**config.mk**
```make
export PLATFORM = sky130hd
export DESIGN_NAME = bus_arb_node
export DESIGN_NICKNAME = d
export VERILOG_FILES = /design/src/rtl/bus_arb_pkg.sv /design/src/rtl/arb_rst_sync.sv /design/src/rtl/arb_win_detect.sv /design/src/rtl/arb_fsm.sv /design/src/rtl/bus_arb_node.sv
export SDC_FILE = /design/constraint.sdc
export NUM_CORES = 1
export LEC_CHECK = 0
export CAP_MARGIN = 5
export CORE_AREA = 3 3 40 42
export CTS_CLUSTER_DIAMETER = 60
export CTS_CLUSTER_SIZE = 10
export DETAILED_ROUTE_END_ITERATION = 8
export DIE_AREA = 0 0 43 45
export PLACE_DENSITY = 0.38
export SKIP_LAST_GASP = 1
export SYNTH_ARGS = -nofsm -noshare
export SYNTH_HDL_FRONTEND = slang
export SYNTH_SLANG_ARGS = --single-unit
```
**constraint.sdc**
```tcl
create_clock -name clk -period 1.6 [get_ports clk]
set_input_delay 0.32 -clock clk [delete_from_list [all_inputs] [get_ports clk]]
set_output_delay 0.32 -clock clk [all_outputs]
set_load 0.03 [all_outputs]
```
**src/rtl/bus_arb_pkg.sv**
```systemverilog
package bus_arb_pkg;
  typedef enum logic [1:0] {
    ST_IDLE    = 2'd0,
    ST_REQ     = 2'd1,
    ST_MASTER  = 2'd2,
    ST_BACKOFF = 2'd3
  } arb_state_e;
endpackage

```
**src/rtl/arb_rst_sync.sv**
```systemverilog
module arb_rst_sync #(
  parameter int STAGES = 2
) (
  input  logic clk,
  input  logic rst_n,
  output logic rst_n_sync
);
  logic [STAGES-1:0] shreg;

  always_ff @(posedge clk or negedge rst_n) begin
    if (!rst_n) shreg <= '0;
    else        shreg <= {shreg[STAGES-2:0], 1'b1};
  end

  assign rst_n_sync = shreg[STAGES-1];
endmodule

```
**src/rtl/arb_win_detect.sv**
```systemverilog
module arb_win_detect #(
  parameter int N_DEV = 4,
  parameter int PRIO  = 1
) (
  input  logic [N_DEV-1:0] bus_req_i,
  input  logic             busy_i,
  input  logic             requesting_i,
  output logic             win_o
);
  logic [N_DEV-1:0] above_mask;

  // Mask of lines belonging to devices with a higher priority number.
  for (genvar i = 0; i < N_DEV; i++) begin : g_mask
    if (i >= PRIO) begin : g_hi
      assign above_mask[i] = 1'b1;
    end else begin : g_lo
      assign above_mask[i] = 1'b0;
    end
  end

  assign win_o = requesting_i && !busy_i && ((bus_req_i & above_mask) == '0);
endmodule

```
**src/rtl/arb_fsm.sv**
```systemverilog
module arb_fsm
  import bus_arb_pkg::*;
(
  input  logic       clk,
  input  logic       rst_n,
  input  logic       dev_req_i,
  input  logic       win_i,
  output arb_state_e state_o
);
  arb_state_e state_q, state_d;

  always_comb begin
    state_d = state_q;
    unique case (state_q)
      ST_IDLE:    if (dev_req_i) state_d = ST_REQ;
      ST_REQ:     if (win_i)     state_d = ST_MASTER;
      ST_MASTER:                 state_d = ST_BACKOFF;
      ST_BACKOFF: state_d = dev_req_i ? ST_REQ : ST_IDLE;
      default:                   state_d = ST_IDLE;
    endcase
  end

  always_ff @(posedge clk or negedge rst_n) begin
    if (!rst_n) state_q <= ST_IDLE;
    else        state_q <= state_d;
  end

  assign state_o = state_q;
endmodule

```
**src/rtl/bus_arb_node.sv**
```systemverilog
module bus_arb_node
  import bus_arb_pkg::*;
#(
  parameter int N_DEV = 4,
  parameter int PRIO  = 1
) (
  input  logic             clk,
  input  logic             rst_n,
  input  logic             dev_req_i,
  input  logic [N_DEV-1:0] bus_req_i,
  input  logic             bus_busy_i,
  output logic             req_o,
  output logic             master_o
);
  logic       rst_n_int;
  logic       win;
  arb_state_e state;

  arb_rst_sync #(.STAGES(2)) u_rst (
    .clk       (clk),
    .rst_n     (rst_n),
    .rst_n_sync(rst_n_int)
  );

  arb_win_detect #(.N_DEV(N_DEV), .PRIO(PRIO)) u_win (
    .bus_req_i   (bus_req_i),
    .busy_i      (bus_busy_i),
    .requesting_i(state == ST_REQ),
    .win_o       (win)
  );

  arb_fsm u_fsm (
    .clk      (clk),
    .rst_n    (rst_n_int),
    .dev_req_i(dev_req_i),
    .win_i    (win),
    .state_o  (state)
  );

  // Moore outputs
  assign req_o    = (state == ST_REQ);
  assign master_o = (state == ST_MASTER);
endmodule

```
==> impl_metrics.env, run 1 <==
export IMPL_vias_per_cell=4.13
export IMPL_drc_errors=0
export IMPL_nets=46
export IMPL_startpoint_type="input pin"
export IMPL_multiInputGateArea_um2=138
export IMPL_vias=194
export IMPL_grt_setup_unrepaired="false"
export IMPL_status="complete, no violations"
export IMPL_synthCells=20
export IMPL_clk_path_buf_depth=2
export IMPL_num_rows=13
export IMPL_die_w_um=43
export IMPL_fp_coreArea_um2=1280
export IMPL_endpoint_kind="flip-flop"
export IMPL_r2r_slack_ns=0.25
export IMPL_ir_worst_vdd_uv=672
export IMPL_syn_avg_cell_area_um2=12.4
export IMPL_post_cts_resized=0
export IMPL_reg2regPathDepth=5
export IMPL_netlist_area_um2=249
export IMPL_grt_first_pass_wirelength_um=793
export IMPL_cts_tree="done"
export IMPL_ant_nets=0
export IMPL_hold_buffers=0
export IMPL_ys_seq_elements=4
export IMPL_cp_required_ns=1.72
export IMPL_drive_above_1_share=0.313
export IMPL_place_congestion=0.653
export IMPL_drt_first_pass_iters=4
export IMPL_hold_path_class="flip-flop to async pin"
export IMPL_drtIter0Drc=2
export IMPL_clkTransAtPathRegs_ns=0.04
export IMPL_final_common_cell="clkdlybuf4s50_1"
export IMPL_final_cell_mix="6 x clkdlybuf4s50_1, 4 x ha_1, 4 x dfrtp_1"
export IMPL_worstSetupPathType="input pin to flip-flop"
export IMPL_seq_area_frac_synth=0.402
export IMPL_grt_max_degree=6
export IMPL_fill_cells=145
export IMPL_startpoint="bus_busy_i"
export IMPL_reg2reg_from="u_fsm.state_o[0]"
export IMPL_finalSetupViolations=0
export IMPL_fin_tns_setup_ns=0
export IMPL_fin_crit_sh=0.918
export IMPL_area_growth_synth_to_final_pct=49.7
export IMPL_grt_antenna_before_repair=0
export IMPL_die_area_um2=1940
export IMPL_p_leak_nw=0.171
export IMPL_register_area_um2=100
export IMPL_cts_sinks=4
export IMPL_cts_max_level=1
export IMPL_avgRoutedWirePerCell_um=9.47
export IMPL_max_freq_mhz=681
export IMPL_final_cells=47
export IMPL_antenna_cells=0
export IMPL_cts_buffers=3
export IMPL_final_hold_viol_count=0
export IMPL_fin_crit_ns=1.47
export IMPL_skew_ns=0.00388
export IMPL_r2r_end="u_fsm.state_o[1]"
export IMPL_dpl_hpwl_um=361
export IMPL_slew_violations=0
export IMPL_ys_types=11
export IMPL_io_pins=10
export IMPL_die_h_um=45
export IMPL_maxCapViolations=0
export IMPL_critPathMaxFanout=3
export IMPL_initial_core_util=0.194
export IMPL_cts_root_buf="clkbuf_4"
export IMPL_post_dp_cell_area_um2=350
export IMPL_arrival_ns=1.59
export IMPL_grtUsageTotal=0.0626
export IMPL_gr_total_overflow=0
export IMPL_wl_um=445
export IMPL_syn_nets=32
export IMPL_post_place_cells=44
export IMPL_io_buffer_count=8
export IMPL_postCtsSetupRepairBufs=0
export IMPL_grt_pass1_vias=175
export IMPL_ys_warn_count=0
export IMPL_clock_latency_ns=0.23
export IMPL_finish_instance_area_um2=373
export IMPL_cellPowerDensity_nw_per_um2=1790
logic make-up (layout without fill, tap and decap cells):
group           after synthesis  count (layout)  synth area share
compound gates                3               3             0.181
flops                         4               4             0.402
other cells                   1               1            0.0151
fa+ha+maj                     4               4             0.201
simple gates                  4               4            0.0955
buf+inv                       3              15            0.0452
mux                           1               1            0.0603
flip-flops by register name (all words and copies together) (netlist names):
signal and cells:
u_fsm.state_o 2, u_rst.shreg 2
layer usage:
| layer | GRT usage | vias to the layer above | share of wire |
|---|---|---|---|
| li1 | - | 94 | - |
| met1 | 0.0581 | 91 | 0.34 |
| met2 | 0.0868 | 9 | 0.52 |
| met3 | 0.0518 | 0 | 0.14 |
| met4 | 0.0542 | 0 | 0 |
| met5 | 0 | - | 0 |
cell usage after synthesis:
library cell	instances	area [µm²]
dfrtp_1	4	100
ha_1	4	50.1
inv_1	3	11.3
nand3_1	2	10.0
and2_2	1	7.51
conb_1	1	3.75
mux2_4	1	15.0
nand4_1	1	6.26
o2111ai_1	1	8.76
o21ai_2	1	8.76
o41ai_4	1	27.5
per-stage QoR:
step	setup WS [ns]	utilization	hold WS, ns	power [W]
2_1_floorplan	0.0728	-	0.0111	0.000441
3_3_place_gp	-0.129	0.273	0.0162	0.000550
3_5_place_dp	-0.124	0.273	0.0235	0.000550
4_1_cts	0.125	0.290	0.0230	0.000685
5_1_grt	0.0541	0.290	0.0405	0.000737
6_report	0.131	0.290	0.0164	0.000666
where the power goes:
group | switching, W | internal (W)
Sequential | 0.0000330 | 0.000134
Clock | 0.0000406 | 0.0000839
Combinational | 0.000184 | 0.000191
final cells by class:
type,count,share of cell area
Clock buffer,3,0.0604
Inverter,3,0.0302
Multi-Input combinational cell,13,0.369
Sequential cell,4,0.268
Tap cell,15,0.0503
Timing Repair Buffer,9,0.221
worst max-delay path by stage:
stage                        to  slack, ns  depth (start not counted)
6_report       u_fsm.state_o[1]       0.13                          4
5_1_grt                   req_o       0.05                          3
3_3_place_gp   u_fsm.state_o[1]      -0.13                          4
2_1_floorplan  u_fsm.state_o[1]       0.07                          5
3_5_place_dp   u_fsm.state_o[1]      -0.12                          4
4_1_cts                   req_o       0.12                          3
critical path, stage by stage:
cell and delay (ns):
clkdlybuf4s50_1 0.44, o41ai_4 0.41, o21ai_2 0.10, mux2_4 0.30
No activity file was read; power rests on OpenSTA's default activity.
==> run 2, diff against run 1 <==
--- a/config.mk
+++ b/config.mk
@@ -16,3 +16,4 @@
 export SYNTH_ARGS = -nofsm -noshare
 export SYNTH_HDL_FRONTEND = slang
 export SYNTH_SLANG_ARGS = --single-unit
+export TNS_END_PERCENT = 1
==> constraint.sdc (replaced) <==
create_clock -name clk -period 1.8 [get_ports clk]
set_input_delay 0.36 -clock clk [delete_from_list [all_inputs] [get_ports clk]]
set_output_delay 0.36 -clock clk [all_outputs]
set_load 0.03 [all_outputs]
==> impl_metrics.env, run 2 (synthesis results as in run 1) <==
export IMPL_status="complete, no violations"
export IMPL_antenna_cells=0
export IMPL_nets=48
export IMPL_wl_um=494
export IMPL_cellPowerDensity_nw_per_um2=1580
export IMPL_num_rows=13
export IMPL_postCtsSetupRepairBufs=0
export IMPL_endpoint_kind="primary output"
export IMPL_cts_max_level=1
export IMPL_slew_violations=0
export IMPL_vias=190
export IMPL_final_cells=49
export IMPL_grt_pass1_vias=215
export IMPL_grt_setup_unrepaired="false"
export IMPL_initial_core_util=0.194
export IMPL_die_w_um=43
export IMPL_final_hold_viol_count=0
export IMPL_grt_first_pass_wirelength_um=883
export IMPL_hold_buffers=0
export IMPL_fp_coreArea_um2=1280
export IMPL_cts_buffers=3
export IMPL_cp_required_ns=1.44
export IMPL_place_congestion=0.697
export IMPL_post_place_cells=46
export IMPL_p_leak_nw=0.196
export IMPL_clk_path_buf_depth=2
export IMPL_die_area_um2=1940
export IMPL_clock_latency_ns=0.23
export IMPL_ant_nets=0
export IMPL_finish_instance_area_um2=394
export IMPL_skew_ns=0.00289
export IMPL_drt_first_pass_iters=2
export IMPL_die_h_um=45
export IMPL_pre_cts_ws_ns=0.00860
export IMPL_worstSetupPathType="flip-flop to primary output"
export IMPL_cts_tree="done"
export IMPL_startpoint_type="flip-flop"
export IMPL_drc_errors=0
export IMPL_arrival_ns=1.31
export IMPL_hold_path_class="flip-flop to async pin"
export IMPL_maxCapViolations=0
export IMPL_p_total_w=0.000624
export IMPL_io_buffer_count=8
export IMPL_reg2reg_from="u_fsm.state_o[0]"
export IMPL_vias_per_cell=3.88
export IMPL_critPathMaxFanout=4
export IMPL_post_dp_cell_area_um2=370
export IMPL_final_cell_mix="6 x clkdlybuf4s50_1, 4 x ha_1, 4 x dfrtp_1"
export IMPL_final_common_cell="clkdlybuf4s50_1"
export IMPL_reg2regPathDepth=5
export IMPL_grt_antenna_before_repair=0
export IMPL_r2r_slack_ns=0.42
export IMPL_io_pins=10
export IMPL_ir_worst_vdd_uv=579
export IMPL_fin_crit_sh=0.930
export IMPL_grt_max_degree=5
export IMPL_dpl_hpwl_um=419
export IMPL_avgRoutedWirePerCell_um=10.1
export IMPL_timing_hold_ws_ns=0.0260
export IMPL_setup_ws_ns=0.125
export IMPL_gr_total_overflow=0
export IMPL_clkTransAtPathRegs_ns=0.04
export IMPL_drtIter0Drc=5
export IMPL_finalSetupViolations=0
export IMPL_cts_sinks=4
export IMPL_area_growth_synth_to_final_pct=58.3
export IMPL_fin_crit_ns=1.67
export IMPL_cts_root_buf="clkbuf_4"
export IMPL_max_freq_mhz=597
export IMPL_r2r_end="u_fsm.state_o[1]"
export IMPL_grtUsageTotal=0.0668
export IMPL_drive_above_1_share=0.294
run 2: changes by cell type in the layout (fill, tap and decap cells not counted):
cell,change
dlygate4sd2_1,+1
dlymetal6s2s_1,+1
run 2: power breakdown:
group          internal (W)  switching (W)
combinational      0.000195       0.000182
clock             0.0000742      0.0000312
sequential         0.000119      0.0000231
total              0.000388       0.000236
run 2: layer usage:
metal  up-vias  share of wire  GRT usage  wire [µm]
met3         0           0.12     0.0598         60
met2         6           0.51      0.108        250
met1        85           0.37     0.0558        184
li1         99              -          -          -
met5         -              0          0          0
met4         0              0     0.0361          0
run 2: layout make-up:
class	instances	area, µm²
Tap cell	15	18.8
Timing Repair Buffer	11	104
Clock buffer	3	22.5
Inverter	3	11.3
Fill cell	132	891
Sequential cell	4	100
Multi-Input combinational cell	13	138
run 2: critical path, stage by stage (launching register included):
cell	delay, ns
dfrtp_1	0.41
inv_1	0.13
ha_1	0.15
dlygate4sd2_1	0.39
run 2: through the flow:
step / utilization / TNS (ns)
final: 0.307 / 0
after global routing: 0.307 / 0
after CTS: 0.305 / -0.108
after detailed placement: 0.288 / 0
after global placement: 0.288 / 0
after floorplan: - / 0
run 2: what timing repair did:
action,in CTS,in global routing
setup endpoints to repair,2,1
gates resized for setup,1,1
gates cloned,0,0
pin swaps,0,0
run 2: worst max-delay path by stage:
stage	start	to	slack, ns
after floorplan	u_fsm.state_o[1]	u_fsm.state_o[1]	0.27
after global placement	bus_busy_i	u_fsm.state_o[1]	0.03
after detailed placement	bus_busy_i	u_fsm.state_o[1]	0.009
after CTS	u_fsm.state_o[1]	req_o	-0.11
after global routing	u_fsm.state_o[0]	master_o	0.05
final	u_fsm.state_o[0]	master_o	0.13
==> run 3, diff against run 2 <==
--- a/config.mk
+++ b/config.mk
@@ -5,13 +5,14 @@
 export SDC_FILE = /design/constraint.sdc
 export NUM_CORES = 1
 export LEC_CHECK = 0
+export ABC_AREA = 1
 export CAP_MARGIN = 5
 export CORE_AREA = 3 3 40 42
 export CTS_CLUSTER_DIAMETER = 60
 export CTS_CLUSTER_SIZE = 10
 export DETAILED_ROUTE_END_ITERATION = 8
 export DIE_AREA = 0 0 43 45
-export PLACE_DENSITY = 0.38
+export PLACE_DENSITY = 0.37
 export SKIP_LAST_GASP = 1
 export SYNTH_ARGS = -nofsm -noshare
 export SYNTH_HDL_FRONTEND = slang
==> impl_metrics.env, run 3 <==
export IMPL_endpoint_kind="primary output"
export IMPL_die_w_um=43
export IMPL_max_freq_mhz=603
export IMPL_maxCapViolations=0
export IMPL_crit_family="buffers and inverters"
export IMPL_area_growth_synth_to_final_pct=52.4
export IMPL_clock_latency_ns=0.23
export IMPL_vias_per_cell=3.62
export IMPL_cts_max_level=1
export IMPL_yosys_area_share_simple=0.294
export IMPL_pre_cts_ws_ns=0.0897
export IMPL_fin_crit_sh=0.921
export IMPL_clkTransAtPathRegs_ns=0.04
export IMPL_fin_crit_ns=1.66
export IMPL_yosys_area_top_type_share=0.428
export IMPL_timing_hold_ws_ns=0.0174
export IMPL_setup_ws_ns=0.142
export IMPL_drc_errors=0
export IMPL_initial_core_util=0.182
export IMPL_grt_setup_unrepaired="false"
export IMPL_critPathBufInv=2
export IMPL_io_buffer_count=8
export IMPL_slew_violations=0
export IMPL_netlist_top_cells_count="7 x nand2_1, 4 x dfrtp_1, 4 x ha_1, 4 x nand3_1, 3 x inv_1"
export IMPL_drtIter0Drc=0
export IMPL_arrival_ns=1.30
export IMPL_status="complete, no violations"
export IMPL_final_hold_viol_count=0
export IMPL_max_stage_delay_ns=0.42
export IMPL_grt_antenna_before_repair=0
export IMPL_yosys_top_cells_area="dfrtp_1 43%, ha_1 21%, nand2_1 11%"
export IMPL_cts_root_buf="clkbuf_4"
export IMPL_gr_total_overflow=0
export IMPL_async_flop_share=1.00
export IMPL_grtUsageTotal=0.0552
export IMPL_ys_types=9
export IMPL_hold_path_class="flip-flop to async pin"
export IMPL_finish_instance_area_um2=357
export IMPL_synth_fa_ha_area_frac=0.214
export IMPL_grt_pass1_vias=208
export IMPL_critPathMaxFanout=5
export IMPL_nets=52
export IMPL_cts_buffers=3
export IMPL_ys_seq_elements=4
export IMPL_ant_nets=0
export IMPL_synth_compound_area_frac=0
export IMPL_dpl_hpwl_um=338
export IMPL_postCtsSetupRepairBufs=0
export IMPL_synth_top_family_by_area="simple AND/OR/NAND/NOR gates"
export IMPL_grt_max_degree=6
export IMPL_clk_path_buf_depth=2
export IMPL_yosysMostFrequentCell="nand2_1"
export IMPL_drive_above_1_share=0.132
export IMPL_skew_ns=0.00180
export IMPL_final_common_cell="nand2_1"
export IMPL_antenna_cells=0
export IMPL_ir_worst_vdd_uv=483
export IMPL_yosys_area_top_type="dfrtp_1"
export IMPL_die_h_um=45
export IMPL_netlist_area_um2=234
export IMPL_cts_sinks=4
export IMPL_synthCells=27
export IMPL_post_dp_cell_area_um2=333
export IMPL_startpoint_type="flip-flop"
export IMPL_place_congestion=0.620
export IMPL_ys_flop_type="dfrtp_1"
export IMPL_final_cell_mix="7 x nand2_1, 6 x clkdlybuf4s50_1, 4 x nand3_1, 4 x ha_1, 4 x dfrtp_1"
export IMPL_io_pins=10
export IMPL_p_leak_nw=0.194
export IMPL_synthXorXnorAreaFrac=0
export IMPL_muxShareOfSynthArea=0
export IMPL_worstSetupPathType="flip-flop to primary output"
export IMPL_synth_edf_count=0
export IMPL_die_area_um2=1940
export IMPL_seq_area_frac_synth=0.428
export IMPL_cp_required_ns=1.44
export IMPL_cp_slowest_cell="dfrtp_1"
export IMPL_drt_first_pass_iters=1
export IMPL_syn_avg_cell_area_um2=8.67
export IMPL_finalSetupViolations=0
export IMPL_syn_nets=39
export IMPL_cellPowerDensity_nw_per_um2=1460
export IMPL_num_rows=13
export IMPL_crit_chain="inv_1 -> ha_1 -> dlygate4sd2_1"
export IMPL_avgRoutedWirePerCell_um=7.68
export IMPL_fp_coreArea_um2=1280
export IMPL_ys_warn_count=0
export IMPL_wl_um=407
export IMPL_vias=192
export IMPL_cts_tree="done"
export IMPL_grt_first_pass_wirelength_um=745
-- run 3: cell families (layout without fill, tap and decap cells) --
family                     after synthesis  count (layout)
buffers and inverters                    3              14
and+or+nand+nor                         15              15
adders and majority gates                4               4
DFF                                      4               4
other                                    1               1
-- run 3: power breakdown --
group          leakage, nW  switching [W]  internal [W]  total (W)
registers           0.0475      0.0000315      0.000118   0.000150
clock network       0.0138      0.0000344     0.0000744   0.000109
logic                0.133       0.000152      0.000111   0.000263
total                0.194       0.000218      0.000303   0.000521
-- run 3: timing repair --
action                     4_1_cts  5_1_grt
setup endpoints to repair        2        1
hold buffers                     0        0
resized for setup                1        1
-- run 3: final timing paths --
path,startpoint,to,slack [ns],cells after the start
min in group clk,u_rst.shreg[0],u_rst.shreg[1],0.36,0
min,u_rst.shreg[1],u_fsm.state_o[1],0.02,0
min reg2reg,u_rst.shreg[1],u_fsm.state_o[1],0.02,0
max,u_fsm.state_o[0],master_o,0.14,3
max in group asynchronous,rst_n,u_rst.shreg[1],1.38,1
max reg2reg,u_fsm.state_o[0],u_fsm.state_o[0],0.59,6
-- run 3: routing by layer --
metal	vias up	routed length (µm)	global-route usage
met1	84	160	0.0465
met3	0	25	0.0120
met4	0	0	0.0723
li1	103	-	-
met2	5	221	0.0958
met5	-	0	0
-- run 3: area by class of cell --
class | instances | area (µm²)
multi-input combinational | 20 | 123
fill | 146 | 928
sequential | 4 | 100
timing repair buffer | 8 | 81.3
tap | 15 | 18.8
clock buffer | 3 | 22.5
inverter | 3 | 11.3
-- run 3: worst reg2reg max path: stages, from the launching register on --
cell and delay, ns:
dfrtp_1 0.42, inv_1 0.12, ha_1 0.15, inv_1 0.05, or2_4 0.23, nand3_1 0.09
nand2_1 0.06
-- run 3: metrics by stage --
step,total power [W],instances,setup TNS (ns),utilization
3_3_place_gp,0.000429,50,0,0.259
4_1_cts,0.000541,53,-0.149,0.276
6_report,0.000521,53,0,0.278
2_1_floorplan,0.000350,27,0,-
5_1_grt,0.000579,53,0,0.278
3_5_place_dp,0.000435,50,0,0.259
